===== config.mk =====
export PLATFORM = sky130hd
export DESIGN_NAME = bitload_ctrl
export DESIGN_NICKNAME = d
export VERILOG_FILES = /design/src/rtl/bitload_pkg.sv /design/src/rtl/bitload_sync.sv /design/src/rtl/bitload_shifter.sv /design/src/rtl/bitload_seq.sv /design/src/rtl/bitload_ctrl.sv
export SDC_FILE = /design/constraint.sdc
export NUM_CORES = 1
export LEC_CHECK = 0
export ABC_AREA = 1
export BUFFER_PORTS_ARGS = -buffer_cell sky130_fd_sc_hd__buf_2
export CORE_MARGIN = 2
export CORE_UTILIZATION = 59
export DETAILED_ROUTE_END_ITERATION = 8
export PLACE_DENSITY_LB_ADDON = 0.25
export SLEW_MARGIN = 30
export SYNTH_ARGS = -nofsm -noshare
export SYNTH_HDL_FRONTEND = slang
export SYNTH_SLANG_ARGS = --single-unit

===== constraint.sdc =====
create_clock -name clk -period 2.2 [get_ports clk]
set_input_delay 0 -clock clk [delete_from_list [all_inputs] [get_ports clk]]
set_output_delay 0 -clock clk [all_outputs]
set_load 0.02 [all_outputs]

===== src/rtl/bitload_pkg.sv =====
`timescale 1ns/1ps
// Shared types for the slave-serial bitstream loader.
package bitload_pkg;
    localparam int BYTE_W = 8;

    typedef enum logic [2:0] {
        PH_IDLE,    // waiting for start
        PH_RESET,   // program line low, waiting for init low
        PH_SETTLE,  // program released, waiting out delay and init recovery
        PH_SHIFT,   // clocking bitstream bits
        PH_TRAIL    // trailing clocks, polling done/init
    } phase_e;
endpackage


===== src/rtl/bitload_sync.sv =====
`timescale 1ns/1ps
// Two-flop synchronizer, one chain per bit.
// Assumes each input bit is a level that is independent of the others.
module bitload_sync #(
    parameter int          W       = 2,
    parameter logic [W-1:0] RST_VAL = '0
) (
    input  logic         clk,
    input  logic         rst_n,
    input  logic [W-1:0] d,
    output logic [W-1:0] q
);
    for (genvar i = 0; i < W; i++) begin : g_bit
        logic meta_q, sync_q;
        // Two-stage capture of the asynchronous level
        always_ff @(posedge clk) begin
            if (!rst_n) begin
                meta_q <= RST_VAL[i];
                sync_q <= RST_VAL[i];
            end else begin
                meta_q <= d[i];
                sync_q <= meta_q;
            end
        end
        assign q[i] = sync_q;
    end
endmodule


===== src/rtl/bitload_shifter.sv =====
`timescale 1ns/1ps
// Byte intake, MSB-first serializer and serial clock generator.
// shift_en: take bytes and clock them out; trail_en: free-running clock with
// data high. With neither enabled the clock parks low and data parks high.
// Assumes HALF_CYC >= 1 and that shift_en and trail_en are never both high.
module bitload_shifter
    import bitload_pkg::*;
#(
    parameter int HALF_CYC = 3
) (
    input  logic              clk,
    input  logic              rst_n,
    input  logic              shift_en,
    input  logic              trail_en,
    input  logic              in_valid,
    input  logic [BYTE_W-1:0] in_data,
    input  logic              in_last,
    output logic              in_ready,
    output logic              cclk_o,
    output logic              din_o,
    output logic              stream_end,
    output logic              trail_rise
);
    localparam int HW   = (HALF_CYC > 1) ? $clog2(HALF_CYC) : 1;
    localparam int BW   = $clog2(BYTE_W);
    localparam logic [HW-1:0] HC_TOP  = HW'(HALF_CYC - 1);
    localparam logic [BW-1:0] BIT_TOP = BW'(BYTE_W - 1);

    logic [BYTE_W-1:0] sh_q;
    logic [BW-1:0]     bit_q;
    logic [HW-1:0]     hc_q;
    logic              loaded_q, last_q, cclk_q;
    logic              tick;

    assign tick       = (hc_q == HC_TOP);
    assign in_ready   = shift_en && !loaded_q;
    assign stream_end = shift_en && loaded_q && tick && cclk_q && (bit_q == BIT_TOP) && last_q;
    assign trail_rise = trail_en && tick && !cclk_q;
    assign cclk_o     = cclk_q;
    assign din_o      = sh_q[BYTE_W-1];

    // Half-period counter: runs whenever the clock is toggling
    always_ff @(posedge clk) begin
        if (!rst_n)
            hc_q <= '0;
        else if (trail_en || (shift_en && loaded_q))
            hc_q <= tick ? '0 : hc_q + 1'b1;
        else
            hc_q <= '0;
    end

    // Serial clock and data: load, toggle, shift, park
    always_ff @(posedge clk) begin
        if (!rst_n) begin
            sh_q     <= '1;
            bit_q    <= '0;
            loaded_q <= 1'b0;
            last_q   <= 1'b0;
            cclk_q   <= 1'b0;
        end else if (trail_en) begin
            sh_q     <= '1;
            loaded_q <= 1'b0;
            if (tick) cclk_q <= ~cclk_q;
        end else if (!shift_en) begin
            sh_q     <= '1;
            loaded_q <= 1'b0;
            cclk_q   <= 1'b0;
        end else if (!loaded_q) begin
            if (in_valid) begin
                sh_q     <= in_data;
                bit_q    <= '0;
                last_q   <= in_last;
                loaded_q <= 1'b1;
                cclk_q   <= 1'b0;
            end
        end else if (tick) begin
            if (!cclk_q) begin
                cclk_q <= 1'b1;
            end else begin
                cclk_q <= 1'b0;
                if (bit_q == BIT_TOP) begin
                    loaded_q <= 1'b0;
                end else begin
                    bit_q <= bit_q + 1'b1;
                    sh_q  <= {sh_q[BYTE_W-2:0], 1'b1};
                end
            end
        end
    end

    AST_DIN_STABLE_HIGH: assert property (@(posedge clk) disable iff (!rst_n)
        (cclk_q && $past(cclk_q)) |-> $stable(sh_q[BYTE_W-1]))
        else $error("data moved while serial clock high");
    AST_TRAIL_DATA_ONE: assert property (@(posedge clk) disable iff (!rst_n)
        (trail_en && $past(trail_en)) |-> din_o)
        else $error("data not high during trailing clocks");
    AST_BYTE_TAKEN: assert property (@(posedge clk) disable iff (!rst_n)
        (in_valid && in_ready) |=> loaded_q)
        else $error("accepted byte not held");
endmodule


===== src/rtl/bitload_seq.sv =====
`timescale 1ns/1ps
// Load sequencer: program handshake, settle delay, loading, trailing-clock
// polling and result flags. init_hi/done_hi must already be synchronized.
// Assumes WAIT_CYC, TRAIL_MAX and INIT_TMO are all >= 1.
module bitload_seq
    import bitload_pkg::*;
#(
    parameter int WAIT_CYC  = 250,
    parameter int TRAIL_MAX = 64,
    parameter int INIT_TMO  = 5000
) (
    input  logic clk,
    input  logic rst_n,
    input  logic start,
    input  logic init_hi,
    input  logic done_hi,
    input  logic stream_end,
    input  logic trail_rise,
    output logic shift_en,
    output logic trail_en,
    output logic prog_n_o,
    output logic busy_o,
    output logic ok_o,
    output logic tmo_o,
    output logic err_o
);
    localparam int MAXV = (WAIT_CYC > INIT_TMO) ? ((WAIT_CYC > TRAIL_MAX) ? WAIT_CYC : TRAIL_MAX)
                                                : ((INIT_TMO > TRAIL_MAX) ? INIT_TMO : TRAIL_MAX);
    localparam int CW   = $clog2(MAXV + 1);

    phase_e        st;
    logic [CW-1:0] cnt;
    logic          prog_q, ok_q, tmo_q, err_q;

    assign shift_en = (st == PH_SHIFT);
    assign trail_en = (st == PH_TRAIL);
    assign busy_o   = (st != PH_IDLE);
    assign prog_n_o = prog_q;
    assign ok_o     = ok_q;
    assign tmo_o    = tmo_q;
    assign err_o    = err_q;

    // Phase sequencing, shared cycle/edge counter and program line
    always_ff @(posedge clk) begin
        if (!rst_n) begin
            st     <= PH_IDLE;
            cnt    <= '0;
            prog_q <= 1'b1;
        end else begin
            case (st)
                PH_IDLE: if (start) begin
                    st     <= PH_RESET;
                    cnt    <= '0;
                    prog_q <= 1'b0;
                end
                PH_RESET: if (!init_hi) begin
                    st     <= PH_SETTLE;
                    cnt    <= '0;
                    prog_q <= 1'b1;
                end else if (cnt == CW'(INIT_TMO - 1)) begin
                    st     <= PH_IDLE;
                    prog_q <= 1'b1;
                end else begin
                    cnt <= cnt + 1'b1;
                end
                PH_SETTLE: if (cnt == CW'(WAIT_CYC - 1)) begin
                    if (init_hi) begin
                        st  <= PH_SHIFT;
                        cnt <= '0;
                    end
                end else begin
                    cnt <= cnt + 1'b1;
                end
                PH_SHIFT: if (!init_hi) begin
                    st <= PH_IDLE;
                end else if (stream_end) begin
                    st  <= PH_TRAIL;
                    cnt <= '0;
                end
                PH_TRAIL: if (!init_hi || done_hi) begin
                    st <= PH_IDLE;
                end else if (trail_rise) begin
                    if (cnt == CW'(TRAIL_MAX - 1)) st <= PH_IDLE;
                    else                           cnt <= cnt + 1'b1;
                end
                default: st <= PH_IDLE;
            endcase
        end
    end

    // Result flags: cleared by an accepted start, set by the ending condition
    always_ff @(posedge clk) begin
        if (!rst_n) begin
            ok_q  <= 1'b0;
            tmo_q <= 1'b0;
            err_q <= 1'b0;
        end else if (st == PH_IDLE && start) begin
            ok_q  <= 1'b0;
            tmo_q <= 1'b0;
            err_q <= 1'b0;
        end else if (st == PH_RESET && init_hi && cnt == CW'(INIT_TMO - 1)) begin
            tmo_q <= 1'b1;
        end else if ((st == PH_SHIFT || st == PH_TRAIL) && !init_hi) begin
            err_q <= 1'b1;
        end else if (st == PH_TRAIL && done_hi) begin
            ok_q <= 1'b1;
        end else if (st == PH_TRAIL && trail_rise && cnt == CW'(TRAIL_MAX - 1)) begin
            tmo_q <= 1'b1;
        end
    end

    AST_RELEASE_AFTER_INIT: assert property (@(posedge clk) disable iff (!rst_n)
        $rose(prog_q) |-> (!$past(init_hi) || tmo_q))
        else $error("program line released before init answered");
    AST_START_PROGRAMS: assert property (@(posedge clk) disable iff (!rst_n)
        (st == PH_IDLE && start) |=> !prog_q)
        else $error("start did not drive program line");
    AST_BUSY_START_IGNORED: assert property (@(posedge clk) disable iff (!rst_n)
        (st != PH_IDLE && start && prog_q) |=> prog_q)
        else $error("start while busy disturbed program line");
    AST_SINGLE_RESULT: assert property (@(posedge clk) disable iff (!rst_n)
        $onehot0({ok_q, tmo_q, err_q}))
        else $error("more than one result flag");
endmodule


===== src/rtl/bitload_ctrl.sv =====
`timescale 1ns/1ps
// Slave-serial bitstream loader top: synchronizes the target's init/done
// lines and joins the sequencer with the serializer.
// Assumes cfg_init_n and cfg_done are asynchronous levels from the target.
module bitload_ctrl
    import bitload_pkg::*;
#(
    parameter int HALF_CYC  = 3,
    parameter int WAIT_CYC  = 250,
    parameter int TRAIL_MAX = 64,
    parameter int INIT_TMO  = 5000
) (
    input  logic              clk,
    input  logic              rst_n,
    input  logic              start,
    input  logic              in_valid,
    input  logic [BYTE_W-1:0] in_data,
    input  logic              in_last,
    output logic              in_ready,
    output logic              cfg_prog_n,
    output logic              cfg_cclk,
    output logic              cfg_din,
    input  logic              cfg_init_n,
    input  logic              cfg_done,
    output logic              busy,
    output logic              stat_ok,
    output logic              stat_timeout,
    output logic              stat_init_err
);
    logic [1:0] pins_s;
    logic       shift_en, trail_en, stream_end, trail_rise;

    bitload_sync #(.W(2), .RST_VAL(2'b01)) u_sync (
        .clk   (clk),
        .rst_n (rst_n),
        .d     ({cfg_done, cfg_init_n}),
        .q     (pins_s)
    );

    bitload_seq #(.WAIT_CYC(WAIT_CYC), .TRAIL_MAX(TRAIL_MAX), .INIT_TMO(INIT_TMO)) u_seq (
        .clk        (clk),
        .rst_n      (rst_n),
        .start      (start),
        .init_hi    (pins_s[0]),
        .done_hi    (pins_s[1]),
        .stream_end (stream_end),
        .trail_rise (trail_rise),
        .shift_en   (shift_en),
        .trail_en   (trail_en),
        .prog_n_o   (cfg_prog_n),
        .busy_o     (busy),
        .ok_o       (stat_ok),
        .tmo_o      (stat_timeout),
        .err_o      (stat_init_err)
    );

    bitload_shifter #(.HALF_CYC(HALF_CYC)) u_shift (
        .clk        (clk),
        .rst_n      (rst_n),
        .shift_en   (shift_en),
        .trail_en   (trail_en),
        .in_valid   (in_valid),
        .in_data    (in_data),
        .in_last    (in_last),
        .in_ready   (in_ready),
        .cclk_o     (cfg_cclk),
        .din_o      (cfg_din),
        .stream_end (stream_end),
        .trail_rise (trail_rise)
    );
endmodule


==> impl_metrics.tcl <==
set metrics [dict create \
    syn_nets 376 \
    drv_cap 0 \
    ys_seq_area_share_pct 34.6 \
    worst_path_max_delay_cell "dfxtp_1" \
    fillerInstances 336 \
    port_buffers 22 \
    crit_chain "ha_1, ha_1, nand2_1, nor2_1, nand4_2, nand2_2, inv_1, nor2_2, nand3_1, nand2_1, nor2_1" \
    drtPass1Iterations 4 \
    clk_pin_slew_ps 80 \
    ctsLongestPathBuffers 2 \
    die_x_um 66.6 \
    max_slew_margin_pct 64.2 \
    clock-skew-final_ps 5.49 \
    htreeDepth 2 \
    dpl_cell_area_sq_um 2460 \
    start_util_pct 62.3 \
    syn_avg_cell_area_sq_um 6.50 \
    diodes 0 \
    min_to "u_shift.sh_q[7]" \
    postSynthCellCount 356 \
    yosysUniqueCellTypes 30 \
    worst_slew_pin_slew_ps 535 \
    yosys_warnings 0 \
    critical_path_class "register to register" \
    hold_ws_ps 21.7 \
    fmax_ghz 0.508 \
    wl_per_cell_um 12.0 \
    critPathMaxFanout 6 \
    cts_tree "built" \
    startpoint_type "register" \
    fin_area_sq_um 2630 \
    setup_tns_ps 0 \
    wirelength_mm 5.22 \
    syn_area_sq_um 2310 \
    fin_cells 435 \
    finalNetCount 406 \
    cp_num_buf_inv 1 \
    drc 0 \
    dr_total_vias 2261 \
    design.portCount 23 \
    dieArea_sq_um 4440 \
    synth-seq-cells 40 \
    rows 22 \
    core_sq_um 3720 \
    clock_latency_ps 300 \
    min_path_cells 3 \
    worst_r2r_endpoint "u_seq.cnt[12]" \
    grt_max_degree 19 \
    rrSetupSlack_ps 230 \
    drive_above_1_share_pct 14.5 \
    cp.required_ps 2400 \
    drt_iter0_drc 137 \
    vdd_drop_max_uv 570 \
    rsz0062_at_grt "no" \
    power-per-cell-area_nw_per_um2 896 \
    status "finished clean" \
    cts.sinks 40 \
    hold_violations 0 \
    cts_buffers 5 \
    grt_antenna_before_repair 0 \
    leakage_nw 1.28 \
    dp_hpwl_mm 3.67 \
    grt_pass1_vias 2106 \
    gp_congestion 0.946 \
    worstPathArrival_ps 2170 \
    antenna_left 0 \
    ff2ff_path_depth 11 \
    min_from "in_data[7]" \
    r2r-start "u_shift.bit_q[0]" \
    overflow 0 \
    via_per_inst 5.20 \
    grt_pass1_wl_mm 8.99 \
    post-route-min-period_ps 1970 \
    multi_input_area_sq_um 1270 \
    syn_to_final_growth_pct 13.8 \
    seq_area_sq_um 801 \
    worstHoldPathType "input pin to register" \
    finalSetupViolCount 0 \
    drv_slew 0 \
    crit_family "simple AND/OR/NAND/NOR gates" \
    cp-end-kind "register" \
    crit_path_max_incr_delay_ps 350 \
    period_share_pct 89.5 \
    dp_cells 421 \
    die_height_um 66.6 \
    gr-usage-all-layers_pct 26.6 \
    root_buffer "clkbuf_8" \
    cp.depth 11 \
]
==> how the worst max path moves through the flow <==
stage / end / startpoint
2_1_floorplan: u_seq.cnt[5] / u_seq.cnt[0]
3_3_place_gp: u_seq.cnt[12] / u_shift.bit_q[0]
3_5_place_dp: u_seq.cnt[12] / u_shift.bit_q[0]
4_1_cts: u_seq.cnt[12] / u_shift.bit_q[0]
5_1_grt: u_seq.cnt[1] / u_seq.cnt[0]
6_report: u_seq.cnt[12] / u_shift.bit_q[0]
==> cells in the mapped netlist <==
library cell   n  area share (%)
a21boi_0       1            0.32
a21oi_1       20             4.3
a21oi_2        2            0.76
buf_2          2            0.43
buf_8          1            0.65
clkbuf_1       5            0.81
dfxtp_1       40              35
ha_1           5             2.7
inv_1         50             8.1
inv_2          3            0.49
nand2_1       84              14
nand2_2        5             1.4
nand2_4        1            0.49
nand3_1       28             6.1
nand3_2        2            0.87
nand3_4        1            0.76
nand4_1        7             1.9
nand4_2        1            0.54
nor2_1        61             9.9
nor2_2         4             1.1
nor2_4         1            0.49
nor3_1         4            0.87
nor3b_4        1            0.81
o21ai_0       11             2.4
o22ai_1        1            0.27
o311ai_0       5             1.9
o311ai_1       2            0.76
o31ai_1        1            0.32
or2_2          2            0.54
xor2_1         5             1.9
==> layer usage <==
metal | up-vias | global-route usage [%] | wire, um
met2 | 66 | 42.1 | 2290
li1 | 1194 | - | -
met4 | 0 | 13.8 | 174
met1 | 984 | 33.6 | 2460
met3 | 17 | 6.08 | 291
met5 | - | 0 | 0
==> state kept, by name, indices dropped and copies added, names as in the netlist <==
name and cells:
u_shift.bit_q 3, u_seq.st 3, u_sync.g_bit.meta_q 2, u_shift.loaded_q 1, u_seq.tmo_o 1, u_sync.g_bit.sync_q 2
u_shift.sh_q 8, u_seq.prog_n_o 1, u_shift.cclk_o 1, u_seq.cnt 13, u_shift.hc_q 2, u_seq.ok_o 1
u_seq.err_o 1, u_shift.last_q 1
==> per-stage QoR <==
stage / utilization [%] / power, mW / setup WS (ps)
after floorplan: - / 1.58 / 574
after global placement: 66.3 / 1.72 / 355
after detailed placement: 66.3 / 1.74 / 320
after CTS: 70.9 / 2.36 / 273
after global routing: 70.9 / 2.53 / 45.2
final: 70.9 / 2.36 / 231
==> repair_timing <==
action / 4_1_cts / 5_1_grt
hold buffers: 6 / 0
resized for setup: 0 / 0
setup endpoints to repair: 0 / 0
hold endpoints to repair: 4 / 0
buffers inserted: 0 / 0
==> tightest hold or removal path: stages <==
cell and delay, ps:
buf_2 100, nor2_1 70, o311ai_1 100
==> logic make-up (layout without fill, tap and decap cells) <==
kind of cell / after synthesis / in the layout / share of synthesized area, %
buf+inv: 61 / 92 / 10.5
simple gates: 202 / 202 / 39.3
compound gates: 43 / 43 / 11.0
flops: 40 / 40 / 34.6
fa+ha+maj: 5 / 5 / 2.70
xor+xnor: 5 / 5 / 1.89
==> area by class of cell <==
cell class	count	share of cell area, %
Inverter	53	7.55
Clock inverter	3	1.62
Tap cell	48	2.28
Sequential cell	40	30.4
Multi-Input combinational cell	255	48.2
Clock buffer	5	2.61
Timing Repair Buffer	31	7.32
==> report_power, final <==
| part | switching, mW | leakage, nW | internal (mW) |
|---|---|---|---|
| sequential | 0.0894 | 0.326 | 0.808 |
| combinational | 0.570 | 0.896 | 0.283 |
| clock | 0.273 | 0.0541 | 0.336 |
| total | 0.932 | 1.28 | 1.43 |
==> placed cells by master, fill, tap and decap left out, drive strengths merged, types with 2 or more instances in the layout <==
cell,n
o21ai,11
ha,5
nand2,90
xor2,5
nor2,66
nor3,4
or2,2
clkbuf,5
nand3,31
inv,53
o311ai,7
dfxtp,40
a21oi,22
buf,25
dlygate4sd3,6
nand4,8
Note: power is estimated with default switching activity, not from simulation.
